<file path="src/rtl/mdix_pkg.sv">
package mdix_pkg;

  // PHY register numbers used by the sequence
  localparam logic [4:0] REG_STATUS  = 5'd1;
  localparam logic [4:0] REG_ADVERT  = 5'd4;
  localparam logic [4:0] REG_PARTNER = 5'd5;
  localparam logic [4:0] REG_ANEXP   = 5'd6;
  localparam logic [4:0] REG_VSTAT   = 5'd31;

  typedef enum logic [3:0] {
    ST_DELAY, ST_POLL, ST_CONFIRM, ST_SPEED,
    ST_ANEXP, ST_ADVERT, ST_PARTNER, ST_DONE, ST_FAIL
  } seq_state_t;

  // Only the data bits the sequence ever looks at are kept after a read.
  typedef struct packed {
    logic       b10;   // pause (regs 4 and 5)
    logic       b5;    // negotiation complete (reg 1)
    logic [2:0] b4_2;  // reg 31 mode code; in reg 1: [0]=link, [1]=aneg able
    logic       b0;    // partner can negotiate (reg 6)
  } rd_bits_t;

  typedef struct packed {
    logic fast;
    logic full;
  } port_mode_t;

  function automatic port_mode_t decode_mode(input logic [2:0] code);
    port_mode_t m;
    case (code)
      3'd1:    m = '{fast: 1'b0, full: 1'b0};
      3'd5:    m = '{fast: 1'b0, full: 1'b1};
      3'd2:    m = '{fast: 1'b1, full: 1'b0};
      3'd6:    m = '{fast: 1'b1, full: 1'b1};
      default: m = '{fast: 1'b0, full: 1'b0};
    endcase
    return m;
  endfunction

  function automatic logic is_read_state(input seq_state_t s);
    return (s == ST_POLL) || (s == ST_CONFIRM) || (s == ST_SPEED) ||
           (s == ST_ANEXP) || (s == ST_ADVERT) || (s == ST_PARTNER);
  endfunction

  function automatic logic [4:0] reg_of_state(input seq_state_t s);
    case (s)
      ST_SPEED:   return REG_VSTAT;
      ST_ANEXP:   return REG_ANEXP;
      ST_ADVERT:  return REG_ADVERT;
      ST_PARTNER: return REG_PARTNER;
      default:    return REG_STATUS;
    endcase
  endfunction

endpackage

</file>
<file path="src/rtl/mdix_retry_timer.sv">
module mdix_retry_timer #(
  parameter int CYCLES = 200_000_000
) (
  input  logic clk,
  input  logic rst_n,
  input  logic start,
  output logic running,
  output logic expire
);
  localparam int CNT_W = (CYCLES > 1) ? $clog2(CYCLES) : 1;
  localparam logic [CNT_W-1:0] LOAD = CNT_W'(CYCLES - 1);

  logic [CNT_W-1:0] cnt;
  logic             run_q;

  always_ff @(posedge clk or negedge rst_n) begin
    if (!rst_n) begin
      run_q <= 1'b0;
      cnt   <= '0;
    end else if (start) begin
      run_q <= 1'b1;
      cnt   <= LOAD;
    end else if (run_q) begin
      if (cnt == '0) run_q <= 1'b0;
      else           cnt   <= cnt - 1'b1;
    end
  end

  assign running = run_q;
  assign expire  = run_q && (cnt == '0);

  a_r2_count_bounded: assert property (@(posedge clk) disable iff (!rst_n)
    run_q |-> (cnt <= LOAD));
  a_r2_no_restart: assert property (@(posedge clk) disable iff (!rst_n)
    start |-> !run_q);
endmodule

</file>
<file path="src/rtl/mdix_mdio_reader.sv">
module mdix_mdio_reader
  import mdix_pkg::*;
#(
  parameter int PHY_ADDR = 6
) (
  input  logic        clk,
  input  logic        rst_n,
  input  logic        start,
  input  logic [4:0]  addr,
  output logic        mdio_req,
  output logic [4:0]  mdio_phy,
  output logic [4:0]  mdio_reg,
  input  logic        mdio_done,
  input  logic [15:0] mdio_data,
  output logic        rd_valid,
  output rd_bits_t    rd_bits
);
  logic       req_q;
  logic [4:0] reg_q;
  logic       valid_q;
  rd_bits_t   bits_q;
  rd_bits_t   bits_in;
  logic       accept;
  logic       unused_bits;

  assign bits_in     = '{b10: mdio_data[10], b5: mdio_data[5],
                         b4_2: mdio_data[4:2], b0: mdio_data[0]};
  assign unused_bits = ^{mdio_data[15:11], mdio_data[9:6], mdio_data[1]};
  assign accept      = req_q && mdio_done;

  always_ff @(posedge clk or negedge rst_n) begin
    if (!rst_n) begin
      req_q   <= 1'b0;
      reg_q   <= '0;
      valid_q <= 1'b0;
      bits_q  <= '0;
    end else begin
      valid_q <= accept;
      if (accept) begin
        req_q  <= 1'b0;
        bits_q <= bits_in;
      end else if (start) begin
        req_q <= 1'b1;
        reg_q <= addr;
      end
    end
  end

  assign mdio_req = req_q;
  assign mdio_reg = reg_q;
  assign mdio_phy = 5'(PHY_ADDR);
  assign rd_valid = valid_q;
  assign rd_bits  = bits_q;

  a_r8_hold_until_done: assert property (@(posedge clk) disable iff (!rst_n)
    (req_q && !mdio_done) |=> (req_q && $stable(reg_q)));
  a_r8_single_outstanding: assert property (@(posedge clk) disable iff (!rst_n)
    start |-> !req_q);
  a_r8_valid_follows_done: assert property (@(posedge clk) disable iff (!rst_n)
    rd_valid |-> $past(mdio_done));
endmodule

</file>
<file path="src/rtl/mdix_seq_fsm.sv">
module mdix_seq_fsm
  import mdix_pkg::*;
#(
  parameter int MAX_TRIES = 100
) (
  input  logic       clk,
  input  logic       rst_n,
  input  logic       tmr_expire,
  input  logic       rd_valid,
  input  rd_bits_t   rd_bits,
  output logic       tmr_start,
  output logic       rd_start,
  output logic [4:0] rd_addr,
  output logic       xover,
  output logic       done,
  output logic       fail,
  output logic       cap_mode,
  output logic       cap_pause,
  output logic       set_link
);
  localparam int TRY_W = (MAX_TRIES > 1) ? $clog2(MAX_TRIES) : 1;
  localparam logic [TRY_W-1:0] LAST_TRY = TRY_W'(MAX_TRIES - 1);

  seq_state_t       state, nxt_state;
  logic             armed, nxt_armed;
  logic [TRY_W-1:0] tries, nxt_tries;
  logic             xover_q, nxt_xover;
  logic             an_able, nxt_able;
  logic             poll_miss;
  logic             step_end;

  assign step_end  = armed && rd_valid && is_read_state(state);
  assign poll_miss = step_end && (state == ST_POLL) && !rd_bits.b4_2[0];

  always_comb begin
    nxt_state = state;
    nxt_armed = armed;
    nxt_tries = tries;
    nxt_xover = xover_q;
    nxt_able  = an_able;
    tmr_start = 1'b0;
    rd_start  = 1'b0;
    cap_mode  = 1'b0;
    cap_pause = 1'b0;
    if (state == ST_DELAY) begin
      if (!armed) begin
        tmr_start = 1'b1;
        nxt_armed = 1'b1;
      end else if (tmr_expire) begin
        nxt_armed = 1'b0;
        nxt_state = ST_POLL;
      end
    end else if (is_read_state(state)) begin
      if (!armed) begin
        rd_start  = 1'b1;
        nxt_armed = 1'b1;
      end else if (rd_valid) begin
        nxt_armed = 1'b0;
        case (state)
          ST_POLL: begin
            if (rd_bits.b4_2[0])       nxt_state = ST_CONFIRM;
            else if (tries == LAST_TRY) nxt_state = ST_FAIL;
            else begin
              nxt_tries = tries + 1'b1;
              nxt_xover = !xover_q;
              nxt_state = ST_DELAY;
            end
          end
          ST_CONFIRM: begin
            nxt_able  = rd_bits.b4_2[1];
            nxt_state = rd_bits.b5 ? ST_SPEED : ST_DONE;
          end
          ST_SPEED: begin
            cap_mode  = 1'b1;
            nxt_state = an_able ? ST_ANEXP : ST_DONE;
          end
          ST_ANEXP:  nxt_state = rd_bits.b0  ? ST_ADVERT  : ST_DONE;
          ST_ADVERT: nxt_state = rd_bits.b10 ? ST_PARTNER : ST_DONE;
          ST_PARTNER: begin
            cap_pause = 1'b1;
            nxt_state = ST_DONE;
          end
          default: nxt_state = state;
        endcase
      end
    end
  end

  always_ff @(posedge clk or negedge rst_n) begin
    if (!rst_n) begin
      state   <= ST_DELAY;
      armed   <= 1'b0;
      tries   <= '0;
      xover_q <= 1'b0;
      an_able <= 1'b0;
    end else begin
      state   <= nxt_state;
      armed   <= nxt_armed;
      tries   <= nxt_tries;
      xover_q <= nxt_xover;
      an_able <= nxt_able;
    end
  end

  assign rd_addr  = reg_of_state(state);
  assign xover    = xover_q;
  assign done     = (state == ST_DONE);
  assign fail     = (state == ST_FAIL);
  assign set_link = (nxt_state == ST_DONE) && (state != ST_DONE);

  a_r3_flip_on_miss: assert property (@(posedge clk) disable iff (!rst_n)
    (poll_miss && tries != LAST_TRY) |=> (xover_q != $past(xover_q)));
  a_r3_hold_otherwise: assert property (@(posedge clk) disable iff (!rst_n)
    !poll_miss |=> $stable(xover_q));
  a_r4_fail_at_budget: assert property (@(posedge clk) disable iff (!rst_n)
    (poll_miss && tries == LAST_TRY) |=> fail);
  a_r4_tries_bounded: assert property (@(posedge clk) disable iff (!rst_n)
    tries <= LAST_TRY);
  a_r9_exclusive: assert property (@(posedge clk) disable iff (!rst_n)
    !(done && fail));
  a_r9_done_sticky: assert property (@(posedge clk) disable iff (!rst_n)
    done |=> done);
  a_r9_fail_sticky: assert property (@(posedge clk) disable iff (!rst_n)
    fail |=> fail);
endmodule

</file>
<file path="src/rtl/mdix_result_regs.sv">
module mdix_result_regs
  import mdix_pkg::*;
(
  input  logic       clk,
  input  logic       rst_n,
  input  logic       cap_mode,
  input  logic [2:0] mode_code,
  input  logic       cap_pause,
  input  logic       pause_bit,
  input  logic       set_link,
  output logic       link_up,
  output logic       speed_100,
  output logic       full_duplex,
  output logic       pause_ok
);
  port_mode_t mode_dec;
  assign mode_dec = decode_mode(mode_code);

  always_ff @(posedge clk or negedge rst_n) begin
    if (!rst_n) begin
      link_up     <= 1'b0;
      speed_100   <= 1'b0;
      full_duplex <= 1'b0;
      pause_ok    <= 1'b0;
    end else begin
      if (set_link) link_up <= 1'b1;
      if (cap_mode) begin
        speed_100   <= mode_dec.fast;
        full_duplex <= mode_dec.full;
      end
      if (cap_pause) pause_ok <= pause_bit;
    end
  end

  a_r9_link_sticky: assert property (@(posedge clk) disable iff (!rst_n)
    link_up |=> link_up);
  a_r7_pause_once: assert property (@(posedge clk) disable iff (!rst_n)
    pause_ok && !$past(pause_ok) |-> $past(cap_pause));
endmodule

</file>
<file path="src/rtl/mdix_link_resolver.sv">
module mdix_link_resolver
  import mdix_pkg::*;
#(
  parameter int PHY_ADDR     = 6,
  parameter int RETRY_CYCLES = 200_000_000,
  parameter int MAX_TRIES    = 100
) (
  input  logic        clk,
  input  logic        rst_n,
  output logic        mdio_req,
  output logic [4:0]  mdio_phy,
  output logic [4:0]  mdio_reg,
  input  logic        mdio_done,
  input  logic [15:0] mdio_data,
  output logic        xover_sel,
  output logic        link_up,
  output logic        speed_100,
  output logic        full_duplex,
  output logic        pause_ok,
  output logic        done,
  output logic        fail
);
  // Named internal events, shared by the sub-blocks and the assertions
  logic       tmr_start, tmr_running, tmr_expire;
  logic       rd_start, rd_valid;
  logic [4:0] rd_addr;
  rd_bits_t   rd_bits;
  logic       cap_mode, cap_pause, set_link;

  mdix_retry_timer #(.CYCLES(RETRY_CYCLES)) u_timer (
    .clk(clk), .rst_n(rst_n), .start(tmr_start),
    .running(tmr_running), .expire(tmr_expire)
  );

  mdix_mdio_reader #(.PHY_ADDR(PHY_ADDR)) u_reader (
    .clk(clk), .rst_n(rst_n), .start(rd_start), .addr(rd_addr),
    .mdio_req(mdio_req), .mdio_phy(mdio_phy), .mdio_reg(mdio_reg),
    .mdio_done(mdio_done), .mdio_data(mdio_data),
    .rd_valid(rd_valid), .rd_bits(rd_bits)
  );

  mdix_seq_fsm #(.MAX_TRIES(MAX_TRIES)) u_seq (
    .clk(clk), .rst_n(rst_n), .tmr_expire(tmr_expire),
    .rd_valid(rd_valid), .rd_bits(rd_bits),
    .tmr_start(tmr_start), .rd_start(rd_start), .rd_addr(rd_addr),
    .xover(xover_sel), .done(done), .fail(fail),
    .cap_mode(cap_mode), .cap_pause(cap_pause), .set_link(set_link)
  );

  mdix_result_regs u_result (
    .clk(clk), .rst_n(rst_n),
    .cap_mode(cap_mode), .mode_code(rd_bits.b4_2),
    .cap_pause(cap_pause), .pause_bit(rd_bits.b10),
    .set_link(set_link),
    .link_up(link_up), .speed_100(speed_100),
    .full_duplex(full_duplex), .pause_ok(pause_ok)
  );

  a_r2_quiet_wait: assert property (@(posedge clk) disable iff (!rst_n)
    tmr_running |-> !mdio_req);
  a_r9_link_with_done: assert property (@(posedge clk) disable iff (!rst_n)
    link_up == done);
  a_r4_fail_no_flags: assert property (@(posedge clk) disable iff (!rst_n)
    fail |-> !(link_up || speed_100 || full_duplex || pause_ok || mdio_req));
  a_r3_select_steady_in_read: assert property (@(posedge clk) disable iff (!rst_n)
    mdio_req |=> $stable(xover_sel));
endmodule

</file>
<file path="config.mk">
export PLATFORM = sky130hd
export DESIGN_NAME = mdix_link_resolver
export DESIGN_NICKNAME = d
export VERILOG_FILES = /design/src/rtl/mdix_pkg.sv /design/src/rtl/mdix_retry_timer.sv /design/src/rtl/mdix_mdio_reader.sv /design/src/rtl/mdix_seq_fsm.sv /design/src/rtl/mdix_result_regs.sv /design/src/rtl/mdix_link_resolver.sv
export SDC_FILE = /design/constraint.sdc
export NUM_CORES = 1
export LEC_CHECK = 0
export BUFFER_PORTS_ARGS = -buffer_cell sky130_fd_sc_hd__buf_2
export CAP_MARGIN = 30
export CORE_MARGIN = 5
export CORE_UTILIZATION = 58
export DETAILED_ROUTE_END_ITERATION = 8
export PLACE_DENSITY = 0.9
export SYNTH_ARGS = -nofsm -noshare
export SYNTH_HDL_FRONTEND = slang
export SYNTH_SLANG_ARGS = --single-unit
export TNS_END_PERCENT = 5
</file>
<file path="constraint.sdc">
create_clock -name clk -period 3.2 [get_ports clk]
set_input_delay 0.64 -clock clk [delete_from_list [all_inputs] [get_ports clk]]
set_output_delay 0.64 -clock clk [all_outputs]
set_load 0.01 [all_outputs]
</file>
==> flow_summary.toml, run 1 <==
[worst_setup_path]
worstPathMaxFanout = 14
r2r_slack_ns = 0.38
reg2reg_depth = 7
cp-end-kind = "flip-flop"
start_kind = "flip-flop"
worstSetupPathType = "flip-flop to flip-flop"
critical_path_required_ns = 3.39
arrival_ns = 3.01

[timing]
fmax_mhz = 354
fin_crit_sh = 0.882
min_period_ns = 2.82
tightestPinTransition_ns = 0.807
setup_viol = 0
hold_viol = 0
rsz0062_at_grt = "no"
drv_slew = 0
tns_ns = 0
skew_ns = 0.00912
slew_headroom = 0.457

[layout]
finalNonFillerCells = 393
largest_reg_flops = 28
stdcell_area_um2 = 3440
utilization = 0.661
largest_register = "u_timer.cnt"
syn_to_final_growth_pct = 8.91
final_common_cell = "dfrtp_1"
nets = 340
n_antenna_cell = 0
final_cell_mix = "59 x dfrtp_1, 25 x nand2_1, 21 x buf_2"
drive_above_1_share = 0.201

[floorplanning]
dieWidth_um = 83.8
core_area_um2 = 5200
rows = 26
ios = 37
start_util = 0.607
die_area_um2 = 7020
die_y_um = 83.8

[placed_design]
placed_cells = 377
io_buffers = 21
dpl.hpwl_mm = 4.04
gp_congestion = 0.799
placed_cell_area_um2 = 3240

[hold_path]
min_path_type = "input pin to async pin"

[global_routing]
grt_pass1_vias = 2316
use_met3 = 0.0543
grt_pass1_wl_mm = 10.4
antenna_found_initial = 0
gr-total-overflow = 0
use_met2 = 0.307
grt.busiest_layer = "met2"
grt_use_met1 = 0.213
track_usage = 0.181
grt_max_degree = 60

[yosys]
synth-edff-count = 0
ys.flop_type = "dfrtp_1"
synth.area.top_cells = "dfrtp_1 47%, mux2_2 3.9%, xor2_1 3.6%, nand2_1 3.0%, nor3_1 2.4%"
synthArstFlopShare = 1.00
syn_area_um2 = 3160
synth.avg_cell_area_um2 = 10.4
yosys_warnings = 0
ys_seq_area_frac = 0.468
synth.top_cell.area_share = 0.468
ys_seq_elements = 59
synth_cell_types = 61
postSynthCellCount = 305
yosysTopAreaCell = "dfrtp_1"

[clock_network]
path_clk_slew_ns = 0.06
ctsResizeCount = 0
cts_max_path_buffers = 2
htreeDepth = 3
cts-hold-fix-buffers = 0
clkLatencyLatePin_ns = 0.34
post_cts_buffers = 0
ctsRootBufferMaster = "clkbuf_8"
cts_tree = "built"
cts.sinks = 59
numCtsBuffers = 9

[route]
ant_nets = 0
viasPerCell = 6.06
drc = 0
dr_total_vias = 2383
routed_wl_mm = 5.93
first_pass_iters = 4
drt_iter0_markers = 181
wl_per_cell_um = 15.1

[power_and_ir_drop]
peakVddDrop_mv = 0.333
powerDensity_nw_per_um2 = 424
leakage_nw = 1.42

[status]
status = "finished, final reports clean"

[job]
cap_violations = 0
-- report_power, final --
part / switching [mW] / internal (mW) / leakage, nW
sequential: 0.00696 / 0.755 / 0.705
clock: 0.284 / 0.380 / 0.0926
combinational: 0.0214 / 0.0119 / 0.625
-- final cells by class --
class,instances,area [um2]
Fill cell,407,1770
Multi-Input combinational cell,219,1540
Sequential cell,59,1480
Clock buffer,12,145
Timing Repair Buffer,23,120
Tap cell,70,87.6
Clock inverter,4,50.0
Inverter,6,22.5
-- kinds of logic (layout without fill, tap and decap cells) --
| group | after synthesis | count (layout) | share of synthesized area |
|---|---|---|---|
| fa+ha+maj | 3 | 3 | 0.0119 |
| mux | 13 | 13 | 0.0456 |
| flops | 59 | 59 | 0.468 |
| buf+inv | 30 | 45 | 0.0491 |
| simple gates | 125 | 125 | 0.241 |
| compound gates | 52 | 52 | 0.124 |
| xor+xnor | 21 | 21 | 0.0582 |
| other cells | 2 | 5 | 0.00238 |
-- cell usage after synthesis, drive strengths merged (2+ instances only) --
cell type   n
a21boi      2
a21oi       5
a41o        2
and3        3
buf        13
clkbuf     11
conb        2
dfrtp      59
ha          3
inv         6
mux2       11
mux2i       2
nand2      25
nand2b      2
nand3      10
nand3b      4
nand4       9
nand4b      2
nor2       15
nor2b       4
nor3       16
nor4       10
nor4b       2
o211ai      4
o21ai      16
o22ai       3
o311ai      3
o31a        3
o31ai       5
or2         2
or3         8
or3b        2
or4         8
xnor2       8
xor2       13
-- critical path: stages, from the launching register on --
cell	delay [ns]
dfrtp_1	0.39
inv_1	0.12
ha_1	0.19
or4b_2	0.60
or3_1	0.61
o31ai_2	0.52
or3_1	0.18
a21oi_1	0.07
-- layer usage --
metal  up-vias  share of wire
li1       1145              -
met4         0          0.017
met1      1173           0.44
met5         -              0
met3        12          0.040
met2        53           0.50
-- final timing paths --
kind	start	end
worst min-delay path	rst_n	u_timer.cnt[22]
min in group clk	u_seq.xover	u_seq.xover
worst max register to register	u_timer.cnt[0]	u_timer.cnt[11]
worst min register to register	u_seq.xover	u_seq.xover
worst max-delay path	u_timer.cnt[0]	u_timer.cnt[11]
max in group asynchronous	rst_n	u_timer.cnt[25]
-- per-stage QoR --
stage	power [mW]	setup WS, ns	hold slack [ns]
6_report	1.46	0.379	0.439
5_1_grt	1.52	0.208	0.473
2_1_floorplan	0.791	0.849	0.344
4_1_cts	1.48	0.360	0.469
3_3_place_gp	0.808	0.475	0.452
3_5_place_dp	0.810	0.376	0.464
No activity file was read; power rests on OpenSTA's default activity.
==> inputs of run 2 (changes only) <==
--- a/config.mk
+++ b/config.mk
@@ -5,12 +5,13 @@
 export SDC_FILE = /design/constraint.sdc
 export NUM_CORES = 1
 export LEC_CHECK = 0
+export ABC_AREA = 1
 export BUFFER_PORTS_ARGS = -buffer_cell sky130_fd_sc_hd__buf_2
 export CAP_MARGIN = 30
 export CORE_MARGIN = 5
-export CORE_UTILIZATION = 58
+export CORE_UTILIZATION = 59
 export DETAILED_ROUTE_END_ITERATION = 8
-export PLACE_DENSITY = 0.9
+export PLACE_DENSITY = 0.91
 export SYNTH_ARGS = -nofsm -noshare
 export SYNTH_HDL_FRONTEND = slang
 export SYNTH_SLANG_ARGS = --single-unit
==> run 2 against run 1 <==
Worst hold slack got worse by 0.25 ns. Area after synthesis is 10% higher. Combinational power down 25%. First-iteration DRC count up 39%. Cell count up 48%. Total power increased by 11%. Global-route usage up 4.3 points.
==> flow_summary.toml, run 2 <==
[status]
status = "finished, final reports clean"

[yosys]
synthArstFlopShare = 1.00
ys_seq_elements = 59
postSynthCellCount = 480
synth.avg_cell_area_um2 = 7.24
synthTopCellsByCount = "151 x nand2_1, 63 x nor2_1, 59 x dfrtp_1"
syn_area_um2 = 3480
ys_seq_area_frac = 0.425
synthMostInstantiatedCell = "nand2_1"
yosys_warnings = 0
synth_cell_types = 32
synth-edff-count = 0
synth.area.top_cells = "dfrtp_1 42%, nand2_1 16%, nor2_1 6.8%, nand3_1 6.0%, inv_1 5.8%"
synth.top_cell.area_share = 0.425
yosysTopAreaCell = "dfrtp_1"
ys.flop_type = "dfrtp_1"

[route]
ant_nets = 0
first_pass_iters = 5
routed_wl_mm = 7.82
drt_iter0_markers = 251
dr_total_vias = 3134
viasPerCell = 5.38
drc = 0
wl_per_cell_um = 13.4

[placed_design]
placed_cell_area_um2 = 3600
gp_congestion = 0.908
dpl.hpwl_mm = 5.45
io_buffers = 21

[global_routing]
grt_pass1_vias = 3047
gr-total-overflow = 0
antenna_found_initial = 0
grt_max_degree = 35
track_usage = 0.224
grt_pass1_wl_mm = 13.2

[power_and_ir_drop]
seq_power_share = 0.459
p_int_mw = 1.28
leakage_nw = 2.00
p_sw_mw = 0.350
peakVddDrop_mv = 0.460
p_sw_frac = 0.215
clkPwrFrac = 0.526
p_comb_frac = 0.015
powerDensity_nw_per_um2 = 422

[hold_path]
min_path_type = "input pin to async pin"

[layout]
largest_register = "u_timer.cnt"
n_antenna_cell = 0
final_cell_mix = "151 x nand2_1, 63 x nor2_1, 59 x dfrtp_1"
syn_to_final_growth_pct = 10.8
largest_reg_flops = 28
stdcell_area_um2 = 3850
nets = 525
drive_above_1_share = 0.114
final_common_cell = "nand2_1"

[timing]
fmax_mhz = 473
min_period_ns = 2.12
skew_ns = 0.00707
hold_viol = 0
setup_viol = 0
tightestPinTransition_ns = 0.507
fin_crit_sh = 0.661
tns_ns = 0
slew_headroom = 0.661
drv_slew = 0
rsz0062_at_grt = "no"

[floorplanning]
core_area_um2 = 5820
start_util = 0.598
die_y_um = 86.8
die_area_um2 = 7530
dieWidth_um = 86.8
rows = 28
ios = 37

[job]
cap_violations = 0

[worst_setup_path]
start_kind = "flip-flop"
arrival_ns = 2.36
cp-end-kind = "flip-flop"
worstSetupPathType = "flip-flop to flip-flop"
critical_path_required_ns = 3.44
worstPathMaxFanout = 30

[clock_network]
clkLatencyLatePin_ns = 0.35
post_cts_buffers = 0
cts-hold-fix-buffers = 0
ctsRootBufferMaster = "clkbuf_8"
cts.sinks = 59
cts_tree = "built"
cts_max_path_buffers = 2
path_clk_slew_ns = 0.07
htreeDepth = 3
ctsResizeCount = 0
numCtsBuffers = 9
-- run 2: per-layer routing --
| metal | track usage | routed length (um) | up-vias |
|---|---|---|---|
| li1 | - | - | 1539 |
| met1 | 0.255 | 3250 | 1467 |
| met2 | 0.385 | 3950 | 102 |
| met3 | 0.0694 | 424 | 26 |
| met4 | 0.0963 | 196 | 0 |
| met5 | 0 | 0 | - |
-- run 2: worst paths after layout --
kind	from	end	slack, ns	cells after the start
max	u_timer.cnt[0]	u_timer.cnt[21]	1.08	12
min	rst_n	u_timer.cnt[17]	0.19	1
max reg2reg	u_timer.cnt[0]	u_timer.cnt[21]	1.08	12
min reg2reg	u_result.link_up	u_result.link_up	0.46	2
max in group asynchronous	rst_n	u_seq.xover	2.51	2
min in group clk	u_result.link_up	u_result.link_up	0.46	2
-- run 2: area by class of cell --
cell class              count  area (um2)
fillers                   494        1960
multi-input cells         353        1690
flip-flops and latches     59        1480
inverters                  57         214
repair buffers             23         133
clock buffers               9         124
clock inverters             7         124
well taps                  75        93.8
-- run 2: power groups by stage --
stage               Sequential, mW  Combinational [mW]  Clock, mW
floorplan                    0.760             0.00709          0
global placement             0.760              0.0221          0
detailed placement           0.760              0.0260          0
CTS                          0.745              0.0265      0.864
global route                 0.745              0.0291      0.899
finish                       0.745              0.0250      0.855
-- run 2: through the flow --
step	hold WS [ns]	instances	utilization	power [mW]	worst slack [ns]
after detailed placement	0.445	567	0.620	0.786	1.13
after global routing	0.204	583	0.662	1.67	0.894
after CTS	0.207	583	0.662	1.64	1.06
after floorplan	0.344	483	-	0.767	1.64
final	0.192	583	0.662	1.62	1.08
after global placement	0.445	566	0.616	0.782	1.22
-- run 2: critical path, stage by stage, from the launching register on --
cell     delay (ns)
dfrtp_1        0.39
inv_1          0.13
ha_1           0.18
nand2_1        0.05
nor2_1         0.09
nand2_1        0.06
nor2_1         0.18
and2_4         0.22
nor2_8         0.09
nor2_8         0.35
inv_2          0.09
nand2_1        0.10
nand2_1        0.06
-- run 2: cell families (layout without fill, tap and decap cells) --
| kind of cell | count (synthesis) | after routing | share of synthesized area |
|---|---|---|---|
| AOI/OAI and AO/OA | 39 | 39 | 0.0590 |
| xor gates and xnor gates | 19 | 19 | 0.0479 |
| adders and majority gates | 3 | 3 | 0.0108 |
| buffers and inverters | 71 | 96 | 0.0932 |
| DFF | 59 | 59 | 0.425 |
| muxes | 1 | 1 | 0.00324 |
| other | 2 | 5 | 0.00216 |
| and+or+nand+nor | 286 | 286 | 0.359 |
==> inputs of run 3 (changes only) <==
==> constraint.sdc (replaced) <==
create_clock -name clk -period 2.1 [get_ports clk]
set_input_delay 0.42 -clock clk [delete_from_list [all_inputs] [get_ports clk]]
set_output_delay 0.42 -clock clk [all_outputs]
set_load 0.01 [all_outputs]
==> run 3 against run 2 <==
Clock skew is 0.0019 ns higher. Final area decreased by 1.1%. Flip-flop and latch count is the same. Setup slack got worse by 0.92 ns. Sequential share of layout area grew 0.42 points.
==> flow_summary.toml, run 3 (same netlist as run 2, synthesis figures left out) <==
[timing]
setup_viol = 0
skew_ns = 0.00900
tns_ns = 0
tightestPinTransition_ns = 0.527
min_period_ns = 1.94
slew_headroom = 0.646
rsz0062_at_grt = "no"
drv_slew = 0
fmax_mhz = 516
fin_crit_sh = 0.923
hold_viol = 0

[floorplanning]
die_y_um = 86.8
die_area_um2 = 7530
core_area_um2 = 5820
dieWidth_um = 86.8
start_util = 0.598
ios = 37
rows = 28

[worst_setup_path]
worstSetupPathType = "flip-flop to flip-flop"
cp-end-kind = "flip-flop"
rr_endpoint = "u_timer.cnt[25]"
r2r_start = "u_timer.cnt[0]"
r2r_slack_ns = 0.16
start_kind = "flip-flop"
reg2reg_depth = 11
critical_path_required_ns = 2.38
arrival_ns = 2.22
worstPathMaxFanout = 27

[layout]
drive_above_1_share = 0.117
largest_register = "u_timer.cnt"
syn_to_final_growth_pct = 9.61
final_cell_mix = "151 x nand2_1, 63 x nor2_1, 59 x dfrtp_1"
nets = 528
regArea_um2 = 1480
fillers = 500
n_antenna_cell = 0
largest_reg_flops = 28
final_common_cell = "nand2_1"
finalNonFillerCells = 586
multi_input_area_um2 = 1700

[clock_network]
ctsRootBufferMaster = "clkbuf_8"
clkLatencyLatePin_ns = 0.35
path_clk_slew_ns = 0.07
htreeDepth = 3
numCtsBuffers = 9
cts_max_path_buffers = 2
cts-hold-fix-buffers = 0
cts_tree = "built"
cts.sinks = 59

[power_and_ir_drop]
powerDensity_nw_per_um2 = 556
leakage_nw = 1.99
peakVddDrop_mv = 0.424
total_power_mw = 2.12

[route]
viasPerCell = 5.43
wl_per_cell_um = 13.2
drc = 0
first_pass_iters = 5
routed_wl_mm = 7.73
dr_total_vias = 3180
ant_nets = 0
drt_iter0_markers = 220

[job]
cap_violations = 0

[global_routing]
track_usage = 0.219
grt_pass1_wl_mm = 13.0
gr-total-overflow = 0
grt_max_degree = 40
grt_pass1_vias = 3031
antenna_found_initial = 0

[placed_design]
placed_cells = 569
dpl.hpwl_mm = 5.35
io_buffers = 21
gp_congestion = 0.986

[hold_path]
min_path_type = "input pin to async pin"

[status]
status = "finished, final reports clean"
## run 3: layer usage
layer,vias to the layer above,GRT usage,routed length [um]
li1,1544,-,-
met1,1472,0.255,3180
met2,135,0.369,3770
met3,29,0.0675,525
met4,0,0.0992,250
met5,-,0,0
## run 3: final cells by class
type                            count  share of cell area
Clock buffer                       12              0.0407
Clock inverter                      4             0.00657
Inverter                           57              0.0561
Multi-Input combinational cell    354               0.446
Sequential cell                    59               0.387
Tap cell                           75              0.0246
Timing Repair Buffer               25              0.0387
## run 3: stage by stage
step / setup slack [ns] / cell area, um2 / util / hold WS, ns
detailed placement: 0.165 / 3620 / 0.622 / 0.412
finish: 0.162 / 3810 / 0.655 / 0.0275
floorplan: 0.536 / 3490 / - / 0.124
global route: 0.0103 / 3810 / 0.655 / 0.0592
global placement: 0.216 / 3620 / 0.622 / 0.406
CTS: 0.129 / 3800 / 0.653 / 0.0427
## run 3: worst max-delay path by stage
| stage | cells after the start | end | from | slack, ns |
|---|---|---|---|---|
| after global placement | 12 | u_timer.cnt[21] | u_timer.cnt[0] | 0.22 |
| final | 11 | u_timer.cnt[25] | u_timer.cnt[0] | 0.16 |
| after floorplan | 11 | u_timer.cnt[19] | u_timer.cnt[0] | 0.54 |
| after global routing | 11 | u_timer.cnt[15] | u_timer.cnt[0] | 0.01 |
| after detailed placement | 12 | u_timer.cnt[27] | u_timer.cnt[0] | 0.16 |
| after CTS | 12 | u_timer.cnt[27] | u_timer.cnt[0] | 0.13 |
## run 3: repair_timing
item                                    in CTS  in global routing
resized for setup                            0                  0
buffers inserted                             0                  0
endpoints found under the setup margin       0                 11
hold endpoints to repair                     0                  0
## run 3: worst max-delay path, stage by stage, from the launching register on
cell and delay [ns]:
dfrtp_1 0.38, inv_1 0.11, ha_1 0.16, nand2_1 0.06, nor2_1 0.09, nand2_1 0.06, nor2_1 0.16, and2_4 0.21
nor2_8 0.09, nor2_4 0.38, nand2_1 0.09, nand2_1 0.09
## run 3: report_power, final
| group | internal, mW | switching (mW) | total, mW |
|---|---|---|---|
| clock | 0.488 | 0.460 | 0.948 |
| sequential | 1.14 | 0 | 1.14 |
| combinational | 0.00890 | 0.0271 | 0.0360 |
| total | 1.63 | 0.487 | 2.12 |
